### config.mk
export PLATFORM = sky130hd
export DESIGN_NAME = pin_bank_ctrl
export DESIGN_NICKNAME = d
export VERILOG_FILES = /design/src/rtl/pbk_pkg.sv /design/src/rtl/pbk_trigger.sv /design/src/rtl/pbk_ctrl.sv /design/src/rtl/pbk_datapath.sv /design/src/rtl/pin_bank_ctrl.sv
export SDC_FILE = /design/constraint.sdc
export NUM_CORES = 1
export LEC_CHECK = 0
export BUFFER_PORTS_ARGS = -buffer_cell sky130_fd_sc_hd__buf_2
export CAP_MARGIN = 20
export CORE_ASPECT_RATIO = 0.6
export CORE_MARGIN = 2
export CORE_UTILIZATION = 55
export CTS_CLUSTER_SIZE = 20
export DETAILED_ROUTE_END_ITERATION = 12
export GPL_TIMING_DRIVEN = 0
export PLACE_DENSITY = 0.76
export SKIP_LAST_GASP = 1
export SLEW_MARGIN = 20
export SYNTH_ARGS = -nofsm -noshare
export SYNTH_HDL_FRONTEND = slang
export SYNTH_SLANG_ARGS = --single-unit
### constraint.sdc
create_clock -name clk -period 6.47 [get_ports clk]
set_clock_uncertainty 0.1 [all_clocks]
set_input_delay 1.294 -clock clk [delete_from_list [all_inputs] [get_ports clk]]
set_output_delay 1.294 -clock clk [all_outputs]
set_load 0.03 [all_outputs]
### src/rtl/pbk_pkg.sv
package pbk_pkg;

  // Byte offsets; software decodes these, so they are fixed.
  localparam int OFF_DIN   = 'h00;
  localparam int OFF_DOUT  = 'h04;
  localparam int OFF_OE    = 'h08;
  localparam int OFF_SENSE = 'h0C;
  localparam int OFF_BOTH  = 'h10;
  localparam int OFF_POL   = 'h14;
  localparam int OFF_MASK  = 'h18;
  localparam int OFF_RAW   = 'h1C;
  localparam int OFF_MSKD  = 'h20;
  localparam int OFF_CLR   = 'h24;
  localparam int OFF_PDIR  = 'h34;
  localparam int OFF_PEN   = 'h38;

  typedef enum logic [3:0] {
    RD_ZERO, RD_DIN, RD_DOUT, RD_OE, RD_SENSE, RD_BOTH, RD_POL,
    RD_MASK, RD_RAW, RD_MSKD, RD_PDIR, RD_PEN
  } rdSel_e;

  typedef struct packed {
    logic   wrDout;
    logic   wrOe;
    logic   wrSense;
    logic   wrBoth;
    logic   wrPol;
    logic   wrMask;
    logic   wrClr;
    logic   wrPdir;
    logic   wrPen;
    logic   rdEn;
    rdSel_e rdSel;
  } busStrobe_t;

endpackage

### src/rtl/pbk_trigger.sv
module pbk_trigger (
  input  logic cur,
  input  logic prev,
  input  logic isLevel,
  input  logic isBoth,
  input  logic isRise,
  output logic hit
);
  logic rise;
  logic fall;

  assign rise = cur & ~prev;
  assign fall = ~cur & prev;

  always_comb begin
    if (isLevel)     hit = (cur == isRise);
    else if (isBoth) hit = rise | fall;
    else if (isRise) hit = rise;
    else             hit = fall;
  end
endmodule

### src/rtl/pbk_ctrl.sv
module pbk_ctrl
  import pbk_pkg::*;
#(
  parameter int ADDR_W = 8
) (
  input  logic              busWe,
  input  logic              busRe,
  input  logic [ADDR_W-1:0] busAddr,
  output busStrobe_t        strobe
);
  always_comb begin
    strobe       = '0;
    strobe.rdEn  = busRe;
    strobe.rdSel = RD_ZERO;
    case (busAddr)
      ADDR_W'(OFF_DIN):   strobe.rdSel = RD_DIN;
      ADDR_W'(OFF_DOUT):  begin strobe.rdSel = RD_DOUT;  strobe.wrDout  = busWe; end
      ADDR_W'(OFF_OE):    begin strobe.rdSel = RD_OE;    strobe.wrOe    = busWe; end
      ADDR_W'(OFF_SENSE): begin strobe.rdSel = RD_SENSE; strobe.wrSense = busWe; end
      ADDR_W'(OFF_BOTH):  begin strobe.rdSel = RD_BOTH;  strobe.wrBoth  = busWe; end
      ADDR_W'(OFF_POL):   begin strobe.rdSel = RD_POL;   strobe.wrPol   = busWe; end
      ADDR_W'(OFF_MASK):  begin strobe.rdSel = RD_MASK;  strobe.wrMask  = busWe; end
      ADDR_W'(OFF_RAW):   strobe.rdSel = RD_RAW;
      ADDR_W'(OFF_MSKD):  strobe.rdSel = RD_MSKD;
      ADDR_W'(OFF_CLR):   strobe.wrClr = busWe;
      ADDR_W'(OFF_PDIR):  begin strobe.rdSel = RD_PDIR;  strobe.wrPdir  = busWe; end
      ADDR_W'(OFF_PEN):   begin strobe.rdSel = RD_PEN;   strobe.wrPen   = busWe; end
      default: ;
    endcase
  end
endmodule

### src/rtl/pbk_datapath.sv
module pbk_datapath
  import pbk_pkg::*;
#(
  parameter int PIN_COUNT   = 32,
  parameter int SYNC_STAGES = 2
) (
  input  logic                 clk,
  input  logic                 rstN,
  input  busStrobe_t           strobe,
  input  logic [PIN_COUNT-1:0] busWdata,
  output logic [PIN_COUNT-1:0] busRdata,
  input  logic [PIN_COUNT-1:0] padIn,
  output logic [PIN_COUNT-1:0] padOut,
  output logic [PIN_COUNT-1:0] padOe,
  output logic [PIN_COUNT-1:0] padPullUp,
  output logic [PIN_COUNT-1:0] padPullDn,
  output logic                 irqOut
);
  localparam int LAST_STAGE = SYNC_STAGES - 1;

  logic [PIN_COUNT-1:0] doutQ, oeQ, senseQ, bothQ, polQ, maskQ, pdirQ, penQ;
  logic [PIN_COUNT-1:0] rawQ, prevQ, curIn, hitVec, clrBits, maskedStat;
  logic [PIN_COUNT-1:0] syncQ [SYNC_STAGES];
  logic [PIN_COUNT-1:0] rdMux;
  logic                 irqQ;

  // Input synchronizer plus history flop for transition detection
  always_ff @(posedge clk) begin
    if (!rstN) begin
      for (int s = 0; s < SYNC_STAGES; s++) syncQ[s] <= '0;
      prevQ <= '0;
    end else begin
      syncQ[0] <= padIn;
      for (int s = 1; s < SYNC_STAGES; s++) syncQ[s] <= syncQ[s-1];
      prevQ <= syncQ[LAST_STAGE];
    end
  end

  assign curIn = syncQ[LAST_STAGE];

  for (genvar gi = 0; gi < PIN_COUNT; gi++) begin : g_pin
    pbk_trigger trig_i (
      .cur     (curIn[gi]),
      .prev    (prevQ[gi]),
      .isLevel (senseQ[gi]),
      .isBoth  (bothQ[gi]),
      .isRise  (polQ[gi]),
      .hit     (hitVec[gi])
    );
  end

  assign clrBits    = strobe.wrClr ? busWdata : '0;
  assign maskedStat = rawQ & maskQ;

  // Configuration registers
  always_ff @(posedge clk) begin
    if (!rstN) begin
      doutQ <= '0; oeQ <= '0; senseQ <= '0; bothQ <= '0;
      polQ  <= '0; maskQ <= '0; pdirQ <= '0; penQ <= '0;
    end else begin
      if (strobe.wrDout)  doutQ  <= busWdata;
      if (strobe.wrOe)    oeQ    <= busWdata;
      if (strobe.wrSense) senseQ <= busWdata;
      if (strobe.wrBoth)  bothQ  <= busWdata;
      if (strobe.wrPol)   polQ   <= busWdata;
      if (strobe.wrMask)  maskQ  <= busWdata;
      if (strobe.wrPdir)  pdirQ  <= busWdata;
      if (strobe.wrPen)   penQ   <= busWdata;
    end
  end

  // Sticky status: a new event wins over a clear in the same cycle
  always_ff @(posedge clk) begin
    if (!rstN) begin
      rawQ <= '0;
      irqQ <= 1'b0;
    end else begin
      rawQ <= (rawQ & ~clrBits) | hitVec;
      irqQ <= |maskedStat;
    end
  end

  always_comb begin
    case (strobe.rdSel)
      RD_DIN:   rdMux = curIn;
      RD_DOUT:  rdMux = doutQ;
      RD_OE:    rdMux = oeQ;
      RD_SENSE: rdMux = senseQ;
      RD_BOTH:  rdMux = bothQ;
      RD_POL:   rdMux = polQ;
      RD_MASK:  rdMux = maskQ;
      RD_RAW:   rdMux = rawQ;
      RD_MSKD:  rdMux = maskedStat;
      RD_PDIR:  rdMux = pdirQ;
      RD_PEN:   rdMux = penQ;
      default:  rdMux = '0;
    endcase
  end

  always_ff @(posedge clk) begin
    if (!rstN)            busRdata <= '0;
    else if (strobe.rdEn) busRdata <= rdMux;
  end

  assign padOut    = doutQ;
  assign padOe     = oeQ;
  assign padPullUp = penQ & pdirQ;
  assign padPullDn = penQ & ~pdirQ;
  assign irqOut    = irqQ;

  AST_RAW_FALLS_ONLY_ON_CLEAR: assert property (@(posedge clk) disable iff (!rstN)
    ($past(rawQ) & ~rawQ & ~$past(clrBits)) == '0);
  AST_EDGE_NEEDS_TRANSITION: assert property (@(posedge clk) disable iff (!rstN)
    (~$past(rawQ) & rawQ & ~$past(senseQ) & ~($past(curIn) ^ $past(prevQ))) == '0);
  AST_LEVEL_KEEPS_STATUS: assert property (@(posedge clk) disable iff (!rstN)
    ($past(senseQ) & ~($past(curIn) ^ $past(polQ)) & ~rawQ) == '0);
  AST_IRQ_QUIET_WHEN_MASKED: assert property (@(posedge clk) disable iff (!rstN)
    ($past(maskQ) == '0) |-> !irqOut);
endmodule

### src/rtl/pin_bank_ctrl.sv
module pin_bank_ctrl
  import pbk_pkg::*;
#(
  parameter int PIN_COUNT   = 32,
  parameter int ADDR_W      = 8,
  parameter int SYNC_STAGES = 2
) (
  input  logic                 clk,
  input  logic                 rstN,
  input  logic [ADDR_W-1:0]    busAddr,
  input  logic [PIN_COUNT-1:0] busWdata,
  input  logic                 busWe,
  input  logic                 busRe,
  output logic [PIN_COUNT-1:0] busRdata,
  input  logic [PIN_COUNT-1:0] padIn,
  output logic [PIN_COUNT-1:0] padOut,
  output logic [PIN_COUNT-1:0] padOe,
  output logic [PIN_COUNT-1:0] padPullUp,
  output logic [PIN_COUNT-1:0] padPullDn,
  output logic                 irqOut
);
  busStrobe_t strobe;

  pbk_ctrl #(.ADDR_W(ADDR_W)) ctrl_i (
    .busWe   (busWe),
    .busRe   (busRe),
    .busAddr (busAddr),
    .strobe  (strobe)
  );

  pbk_datapath #(.PIN_COUNT(PIN_COUNT), .SYNC_STAGES(SYNC_STAGES)) dp_i (
    .clk       (clk),
    .rstN      (rstN),
    .strobe    (strobe),
    .busWdata  (busWdata),
    .busRdata  (busRdata),
    .padIn     (padIn),
    .padOut    (padOut),
    .padOe     (padOe),
    .padPullUp (padPullUp),
    .padPullDn (padPullDn),
    .irqOut    (irqOut)
  );

  AST_CLR_READS_ZERO: assert property (@(posedge clk) disable iff (!rstN)
    (busRe && busAddr == ADDR_W'(OFF_CLR)) |=> (busRdata == '0));
  AST_OE_HOLDS: assert property (@(posedge clk) disable iff (!rstN)
    !$past(busWe && busAddr == ADDR_W'(OFF_OE)) |-> $stable(padOe));
endmodule

; Yosys cells after proc, flatten, opt, wreduce, memory -nomap -nowiden
; Memory sizes are Yosys's and may differ from the RTL's.
; Cells that the tools add are included.
[classes]
bitwise = 169
n_mux = 112
eq_ne = 54
reduce_logical = 2
[op_table]
columns = operator, n
row1 = case mux 32 bit (11 select lines), 1
row2 = bitwise AND 32 bit, 4
row3 = 2-to-1 mux 1 bit, 107
row4 = 2-to-1 mux 32 bit, 3
row5 = bitwise AND 1 bit, 64
row6 = inverter 1 bit, 64
row7 = inverter 32 bit, 2
row8 = case mux 4 bit (11 select lines), 1
row9 = bitwise OR 1 bit, 34
row10 = equality test 1 bit, 32
row11 = "equality test 8 x 5 -> 1 bit, second input constant", 4
row12 = "equality test 8 x 6 -> 1 bit, second input constant", 4
row13 = bitwise OR 32 bit, 1
row14 = OR reduction 32 bit, 1
row15 = "equality test 4 x 3 -> 1 bit, second input constant", 4
row16 = "equality test 4 bit, second input constant", 4
row17 = "equality test 8 x 4 -> 1 bit, second input constant", 2
row18 = "equality test 4 x 2 -> 1 bit, second input constant", 2
row19 = "equality test 8 x 3 -> 1 bit, second input constant", 1
row20 = zero test 8 bit, 1
row21 = "equality test 4 x 1 -> 1 bit, second input constant", 1
[word_totals]
memories = 1
output_inout_bits = 161
ramBits = 64
regBits = 353
elab_cells = 350
in_bits = 76
[mem_list]
columns = memory, words, width, read_ports, rd_clocked_by_memory_dff, wr, line
row1 = dp_i.syncQ, 2, 32, 2, 0, 2, pbk_datapath.sv:23  ; logic [PIN_COUNT-1:0] syncQ [SYNC_STAGES];

; Logic depth before layout (Yosys ltp)
; Gate-level depths: netlist of run 1.
[depth]
ltp_word = 6
depth_mapped = 15
ltp_nobuf = 11

; By module
; A second synthesis of run 1 with hierarchy kept.
[hier_totals]
hier_cells = 2228
hier_area_um2 = 20786.2
[modules_own_cells]
columns = module, seq_area_each_um2, area_each_um2, cells_each, instances
row1 = pbk_datapath, 8348.0, 18318.8, 1868, 1
row2 = pbk_trigger, 0.0, 70.1, 10, 32
row3 = pbk_ctrl, 0.0, 225.2, 40, 1

; Least setup slack after synthesis of run 1
; No wires, ideal clock.
[synth_path]
kind = input port to flip-flop
from = input busAddr[1]
to = register dp_i.busRdata[24]
path_stages = 12
t_required_ns = 6.238
slack_ns = 1.946
arrival_time_ns = 4.292
path_buffers = 4
setup_time_ns = 0.132
cell_sequence = or4_1 buf_4 buf_2 or3_1 ha_1 or3b_2 clkbuf_1 nor4b_2 buf_2 a221o_1 a2111oi_0 a31oi_1
[synth_via]
elab_chain_cells = 4
elab_cells_between_ends = 24
classes_between = 21 x eq/ne / 2 x mux / 1 x reduce/logical
[synth_lines]
columns = item, line
row1 = "start, declared", pin_bank_ctrl.sv:10  ; input logic [ADDR_W-1:0] busAddr,
row2 = equality test 8 x 6 -> 1 bit (tied with other cells), pbk_ctrl.sv:15  ; case (busAddr)
row3 = case mux 4 bit (11 select lines) *, pbk_ctrl.sv:15
row4 = equality test 4 bit (tied with other cells), pbk_datapath.sv:84  ; case (strobe.rdSel)
row5 = case mux 32 bit (11 select lines) *, pbk_datapath.sv:84
row6 = "end signal, assigned", pbk_datapath.sv:102  ; else if (strobe.rdEn) busRdata <= rdMux;
row7 = "end, declared", pbk_datapath.sv:11  ; output logic [PIN_COUNT-1:0] busRdata,
; Every way passes the cells marked *; elsewhere a longest branch is shown, timed or not.
; A chain may end at the register's enable or synchronous reset.

; Final worst setup path of run 1
[layout_path]
from = input busAddr[1]
to = register dp_i.busRdata[21]
; Same word-level chain as after synthesis.

==> metrics, run 1 <==
Die X 255 um; number of buffers created by CTS 40; DIE HEIGHT 154 um; share of layout cells above drive strength 1 13.6%; Vias/cell 6.77; core footprint 0.0374 sq mm; initial antenna violation count 11; Rows 55; Post-route DRC 0; Max rail drop VDD 0.000182 V; arrival time at the worst endpoint 6.27 ns; Mapped Area 0.0207 sq mm; post-layout instance area 0.0239 sq mm; Final ANT Viol Nets 0; slew margin rel. 8.89%; setup slack after layout 0.587 ns; Layout Nets 2,768; worst-margin pin slew 1.37 ns; pin count of the biggest net entering global routing 15; I/O Buffers 202; CP cell instances buf_2, or4_1, buf_4, buf_2, or3_1, inv_1, ha_1, clkbuf_1, clkbuf_2, nand4_1, clkbuf_2, nor2_1, o21ai_0, a31oi_1; Setup CP Type input pin to flop; Hold Crit Class flop to flop; IO Count 237; Starting Density 55.4%; RSZ-0062 raised after global routing false; Post-Place Cell Area 0.0225 sq mm; final wirelength 98,900 um; post-CTS sizing 0; static leakage 8.35 nW; Syn Nets 2,518; Longest Clk Path Bufs 3; Mapped Cells 2,375; register area share after synthesis 40.3%; fin crit period 5.88 ns; CP Data Required Time 6.86 ns; Reg area 0.00835 sq mm; Worst setup SP type input pin; Fill cells 3,210; complex-gate fraction of the synthesized area 22.2%; clk_lat worst skew 0.57 ns; P per Cell Area 228 mW/mm^2; GRT Util Overall 48.9%; first-pass GRT wire length 137,000 um; Area Overhead vs Synth 15.2%; Final Wtd Congestion 1.07; post-synthesis mux area share 5.68%; Iter 0 DRT Violations 3,963; Worst-path clk slew 0.07 ns; hpwl dp 68,300 um; fin crit share 90.9%; Pre-antenna DRT Iters 7; simple-gate share of the synthesized area 21.2%; outcome complete, no violations; top_reg_cell synth dfxtp_1; CP max-delay cell nor2_1; Crit. End Element flop; Synth Area in Adders 4.04%; final setup vio count 0; average wire per standard cell 31.2 um; Place WS 0.399 ns; hold_buf cts 0; synth warn 0; Synth Area per Inst 8.73 sq um; htree depth 2; Biggest register dp_i.syncQ; maximum fanout along the worst path 10; CTS tree done; Die Area 0.0393 sq mm; final-report hold violation count 0; number of max-cap violations 0; Congestion Overflow GR 0; max incr delay on CP 0.80 ns; root buffer cell clkbuf_16; post-CTS setup buffer count 0; largest family of logic cells by synthesized area compound AO/OA/AOI/OAI gates; XOR/XNOR Fraction of Synth Area 1.56%; number of global-route vias before repair 19,500; Cell variety after synth 64; clock sink count 417; Achievable Freq 0.170 GHz; Post-synth EDFFs 0; Slew Viols, Final 0; area of the multi-input gates 0.0114 sq mm; post-synthesis register bit count 417; via count 21,500; Largest register FFs 64; post-synthesis async set-or-reset flop share 0%
[cells in the final DEF (no fill, tap or decap), drive strengths merged, types with 16 or more instances in the layout]
cell type	netlist	layout
o21ai	33	33
nor2	20	20
xnor2	33	33
dfxtp	417	417
clkbuf	158	215
a211oi	77	77
a221o	16	16
and2	130	130
a21boi	193	193
ha	67	67
a22oi	54	54
a32o	21	21
nand3	24	24
a221oi	47	47
mux2	22	22
and3	20	20
a22o	25	25
nand2	447	447
mux2i	93	93
buf	34	242
a31oi	35	35
a21oi	17	17
inv	69	71
nor2b	176	176
[worst paths after layout]
path | to | cells past startpoint | slack (ns) | start
setup / recovery | dp_i.busRdata[21] | 14 | 0.59 | busAddr[1]
hold / removal | dp_i.syncQ[0][56] | 1 | 0.33 | dp_i.syncQ[0][24]
setup reg to reg | dp_i.busRdata[31] | 5 | 4.29 | dp_i.maskQ[31]
hold reg to reg | dp_i.syncQ[0][56] | 1 | 0.33 | dp_i.syncQ[0][24]
[power by group]
| group | switching (mW) | leakage (nW) | internal, mW |
|---|---|---|---|
| logic | 0.251 | 4.31 | 0.106 |
| clock network | 1.08 | 0.665 | 1.38 |
| registers | 0.0362 | 3.38 | 2.60 |
[kinds of logic after synthesis]
kind of cell / after synthesis
AND/OR/NAND/NOR: 885
AO/OA/AOI/OAI: 592
flip-flops: 417
buffers and inverters: 262
multiplexers: 115
adder cells (fa/ha/maj): 67
XOR/XNOR: 37
[cell usage after synthesis, drive strengths merged, types with 3 or more instances]
master | n | share of area, %
a211o | 4 | 0.17
and2 | 130 | 3.9
a32o | 21 | 1.0
nor3 | 15 | 0.39
xnor2 | 33 | 1.4
buf | 34 | 0.91
a222oi | 12 | 0.58
a32oi | 10 | 0.42
nor2b | 176 | 5.3
a41oi | 3 | 0.13
o2bb2ai | 5 | 0.21
and3 | 20 | 0.60
a221oi | 47 | 2.0
nor4 | 14 | 0.54
a22o | 25 | 1.1
a22oi | 54 | 2.0
a2bb2oi | 3 | 0.13
nand4 | 13 | 0.39
o21ai | 33 | 0.81
or4 | 3 | 0.11
xor2 | 4 | 0.17
nand2 | 447 | 8.1
clkbuf | 158 | 2.9
or2 | 4 | 0.12
a211oi | 77 | 2.9
or3b | 10 | 0.42
nand3 | 24 | 0.58
o31a | 6 | 0.25
mux2i | 93 | 4.5
inv | 69 | 1.2
nor2 | 20 | 0.36
a2111oi | 6 | 0.37
a221o | 16 | 0.77
o21a | 7 | 0.25
a31oi | 35 | 1.1
ha | 67 | 4.0
mux2 | 22 | 1.2
a21oi | 17 | 0.41
o22a | 10 | 0.42
o31ai | 3 | 0.11
a21boi | 193 | 7.0
dfxtp | 417 | 40
[critical path: cells and delay by family]
family                   cells  cell delay, ns
adder cells (fa/ha/maj)      1            0.13
AO/OA/AOI/OAI                2            0.42
AND/OR/NAND/NOR              4            2.02
buffers and inverters        7            2.37
[routing by layer]
layer,part of all wire [%],track usage (%)
met5,0.026,0
met4,5.8,23.1
met3,17,20.4
met2,38,64.9
met1,40,67.8
[stage by stage]
stage	cells	total power [mW]	utilization, %	setup TNS (ns)	hold slack [ns]
after global placement	3090	3.01	59.8	-1.81	0.314
after detailed placement	3096	3.02	60.2	0	0.317
after global routing	3167	5.53	63.8	0	0.345
after CTS	3167	5.40	63.8	0	0.331
after floorplan	2375	2.86	-	0	0.312
final	3171	5.46	63.8	0	0.325
[final cells by class]
class,instances,share of cell area [%]
Sequential cell,417,34.9
Clock buffer,57,5.05
Tap cell,513,2.69
Timing Repair Buffer,208,4.51
Antenna cell,4,0.0419
Multi-Input combinational cell,1696,47.8
Inverter,70,1.10
Clock inverter,14,0.571
Buffer,192,3.30
Power figures use the tool's default switching activity.
==> inputs of run 2 (changes only) <==
--- a/config.mk
+++ b/config.mk
@@ -5,11 +5,13 @@
 export SDC_FILE = /design/constraint.sdc
 export NUM_CORES = 1
 export LEC_CHECK = 0
+export ABC_AREA = 1
 export BUFFER_PORTS_ARGS = -buffer_cell sky130_fd_sc_hd__buf_2
 export CAP_MARGIN = 20
 export CORE_ASPECT_RATIO = 0.6
 export CORE_MARGIN = 2
 export CORE_UTILIZATION = 55
+export CTS_BUF_LIST = sky130_fd_sc_hd__clkbuf_4
 export CTS_CLUSTER_SIZE = 20
 export DETAILED_ROUTE_END_ITERATION = 12
 export GPL_TIMING_DRIVEN = 0
==> metrics, run 2 <==
reg2reg setup slack 4.61 ns (+0.32 ns); Max rail drop VDD 0.000210 V (+15%); P_int 3.63 mW (-11%); Post-Place Cell Area 0.0216 sq mm (-4.0%); worst-margin pin slew 1.33 ns (-0.0409 ns); Cell variety after synth 37 (-42%); top-area cell type share of the netlist area 42.0% (+1.8 points); root buffer cell clkbuf_4; post-CTS sizing 0 (unchanged); number of max-cap violations 0 (unchanged); synth warn 0 (unchanged); Congestion Overflow GR 0 (unchanged); share of layout cells above drive strength 1 14.7% (+1.0 points); Register-to-Register Path Depth 6 (+1); CP max-delay cell buf_1; Post-route DRC 2 (+2); final wirelength 84,400 um (-15%); P per Cell Area 219 mW/mm^2 (-3.9%); outcome complete, but fails checks; Pre-antenna DRT Iters 12 (+5); htree depth 3 (+1); Worst Min Path Start dp_i.syncQ[0][27]; Biggest register dp_i.syncQ; fin crit period 4.09 ns (-1.80 ns); Worst setup SP type input pin; complex-gate fraction of the synthesized area 16.5% (-5.7 points); Fin Setup TNS 0 ns (unchanged); CP Data Required Time 7.14 ns (+0.28 ns); RSZ-0062 raised after global routing false; reg2reg end dp_i.rawQ[10]; Die X 249 um (-2.1%); most frequent cell after synthesis nand2_1; Final Wtd Congestion 1.06 (-0.45%); final-report hold violation count 0 (unchanged); max incr delay on CP 0.61 ns (-0.19 ns); Hold Path Stages 2 (+1); switching component of the power 1.37 mW (+0.13%); Die Area 0.0377 sq mm (-4.1%); Layout Nets 3,280 (+18%); setup slack after layout 2.38 ns (+1.80 ns); post-synthesis register bit count 417 (unchanged); CTS tree done; via count 21,900 (+1.9%); static leakage 11.1 nW (+33%); most frequent cells after synthesis nand2_1, dfxtp_1, inv_1; Rows 53 (-3.6%); IO Count 237 (unchanged); GRT Util Overall 43.7% (-5.3 points); CP cell instances buf_2, inv_2, nor2_1, nand2_2, inv_1, nand2_1, nand2_1, nor3_1, ha_1, clkbuf_1, buf_1, nand4_1, nand2_1, nor2_1, nand3_1, nand2_1, a21oi_1; post-layout instance area 0.0228 sq mm (-4.5%); Fill cells 3,193 (-0.53%); hold slack 0.300 ns (-0.0251 ns); Slew Viols, Final 0 (unchanged); XOR/XNOR Fraction of Synth Area 0.265% (-1.3 points); hpwl dp 65,500 um (-4.1%); worst r2r src dp_i.syncQ[0][42]; average wire per standard cell 23.0 um (-26%); Mapped Cells 2,801 (+18%); fin crit share 63.2% (-28 points); Iter 0 DRT Violations 3,712 (-6.3%); top_reg_cell synth dfxtp_1; most frequent cell on the critical path nand2_1; slew margin rel. 11.1% (+2.2 points); number of global-route vias before repair 19,300 (-1.2%); initial antenna violation count 2 (-9); combinational power share 5.1% (-1.5 points); final setup vio count 0 (unchanged); Synth Area per Inst 7.09 sq um (-19%); Longest Clk Path Bufs 3 (unchanged); commonest cells after routing, fill and taps aside nand2_1, dfxtp_1, inv_1; register area share after synthesis 42.0% (+1.8 points); simple-gate share of the synthesized area 25.9% (+4.7 points); Syn Nets 2,944 (+17%); clk_lat worst skew 0.87 ns (+0.30 ns); Sequential Power Share 52.6% (+4.3 points); I/O Buffers 235 (+16%); Vias/cell 5.95 (-12%); Synth Area in Adders 4.22% (+0.18 points); clock share of power 42.2% (-2.9 points); Inst Count DP 3,504 (+13%); pin count of the biggest net entering global routing 16 (+1); Hold Crit Class flop to flop; failing checks design-rule violations; commonest non-fill, non-tap cell in the layout nand2_1; hold_buf cts 0 (unchanged); Area contributors post-synth dfxtp_1, nand2_1, a21oi_1; first-pass GRT wire length 121,000 um (-12%); WHS Endpoint dp_i.syncQ[0][59]; largest family of logic cells by synthesized area simple AND/OR/NAND/NOR gates; Switching Fraction 27.4% (+2.3 points); clock sink count 417 (unchanged); Crit. End Element flop; Achievable Freq 0.245 GHz (+44%); Post-synth EDFFs 0 (unchanged); Final ANT Viol Nets 0 (unchanged); Place WS 1.78 ns (+1.39 ns); post-CTS setup buffer count 0 (unchanged); Area Overhead vs Synth 14.8%; Mapped Area 0.0199 sq mm (-4.2%); post-synthesis async set-or-reset flop share 0% (unchanged); Starting Density 56.3% (+0.91 points); post-synthesis mux area share 0.227% (-5.5 points); maximum fanout along the worst path 10 (unchanged); Worst-path clk slew 0.07 ns (about the same); arrival time at the worst endpoint 4.76 ns (-1.51 ns); core footprint 0.0353 sq mm (-5.8%); Setup CP Type input pin to flop; Largest register FFs 64 (unchanged); Synth area leader dfxtp_1; DIE HEIGHT 151 um (-2.1%); final non-filler cell total 3,676 (+16%); number of buffers created by CTS 98 (+150%)
run 2: changes by cell type in the layout (fill, tap and decap cells not counted), moves of 57 or more:
cell and delta:
and2_1 -130, mux2i_1 -93, nor2b_1 -176, nand4_1 +79, a21boi_0 -173, o21ai_0 +168, a21oi_1 +236, nand2_1 +243
clkinv_1 +57, nor2_1 +249, clkbuf_4 +135, inv_1 +252, nand3_1 +68
run 2: layout make-up:
type	count	area (sq um)	share of cell area, %
Clock buffer	135	1010	4.44
Antenna cell	2	5.00	0.0219
Clock inverter	35	163	0.713
Inverter	361	1360	5.94
Timing Repair Buffer	236	1180	5.19
Buffer	161	785	3.44
Sequential cell	417	8350	36.6
Tap cell	467	584	2.56
Multi-Input combinational cell	1862	9370	41.1
run 2: per-stage QoR:
stage          total power, mW  utilization, %
2_1_floorplan             2.81               -
3_3_place_gp              2.92            61.3
3_5_place_dp              2.93            61.3
4_1_cts                   4.96            64.6
5_1_grt                   5.14            64.6
6_report                  5.00            64.7
run 2: logic make-up (layout without fill, tap and decap cells):
family | after synthesis | after routing
AND/OR/NAND/NOR | 1201 | 1201
AO/OA/AOI/OAI | 584 | 584
buffers and inverters | 522 | 928
flip-flops | 417 | 417
adder cells (fa/ha/maj) | 67 | 67
XOR/XNOR | 6 | 6
multiplexers | 4 | 4
other | 0 | 2
run 2: how the worst max path moves through the flow:
stage,from,to,slack (ns),depth (start not counted)
after floorplan,busAddr[2],dp_i.busRdata[10],2.87,16
after global placement,busAddr[2],dp_i.busRdata[28],1.85,17
after detailed placement,busAddr[2],dp_i.busRdata[28],1.78,17
after CTS,busAddr[2],dp_i.busRdata[12],2.64,17
after global routing,busAddr[2],dp_i.busRdata[12],2.31,17
final,busAddr[2],dp_i.busRdata[12],2.38,17
run 2: critical path, delay by kind of cell:
family                     cells  cell delay [ns]
and+or+nand+nor               10             1.46
buffers and inverters          5             1.43
adders and majority gates      1             0.44
AOI/OAI and AO/OA              1             0.12
run 2: per-layer routing:
| metal | up-vias | GRT usage [%] | share of wire, % | wire (um) |
|---|---|---|---|---|
| met4 | 2 | 10.4 | 2.1 | 1780 |
| met5 | - | 0 | 0.015 | 13 |
| li1 | 9830 | - | - | - |
| met2 | 1787 | 56.9 | 37 | 31000 |
| met3 | 180 | 21.4 | 19 | 16400 |
| met1 | 10100 | 63.0 | 42 | 35300 |
run 2: power by group through the flow:
| stage | Combinational [mW] | Sequential [mW] | Clock (mW) |
|---|---|---|---|
| after CTS | 0.242 | 2.63 | 2.08 |
| after global placement | 0.230 | 2.69 | 0 |
| after detailed placement | 0.241 | 2.69 | 0 |
| after global routing | 0.271 | 2.64 | 2.23 |
| final | 0.257 | 2.63 | 2.11 |
| after floorplan | 0.131 | 2.68 | 0 |
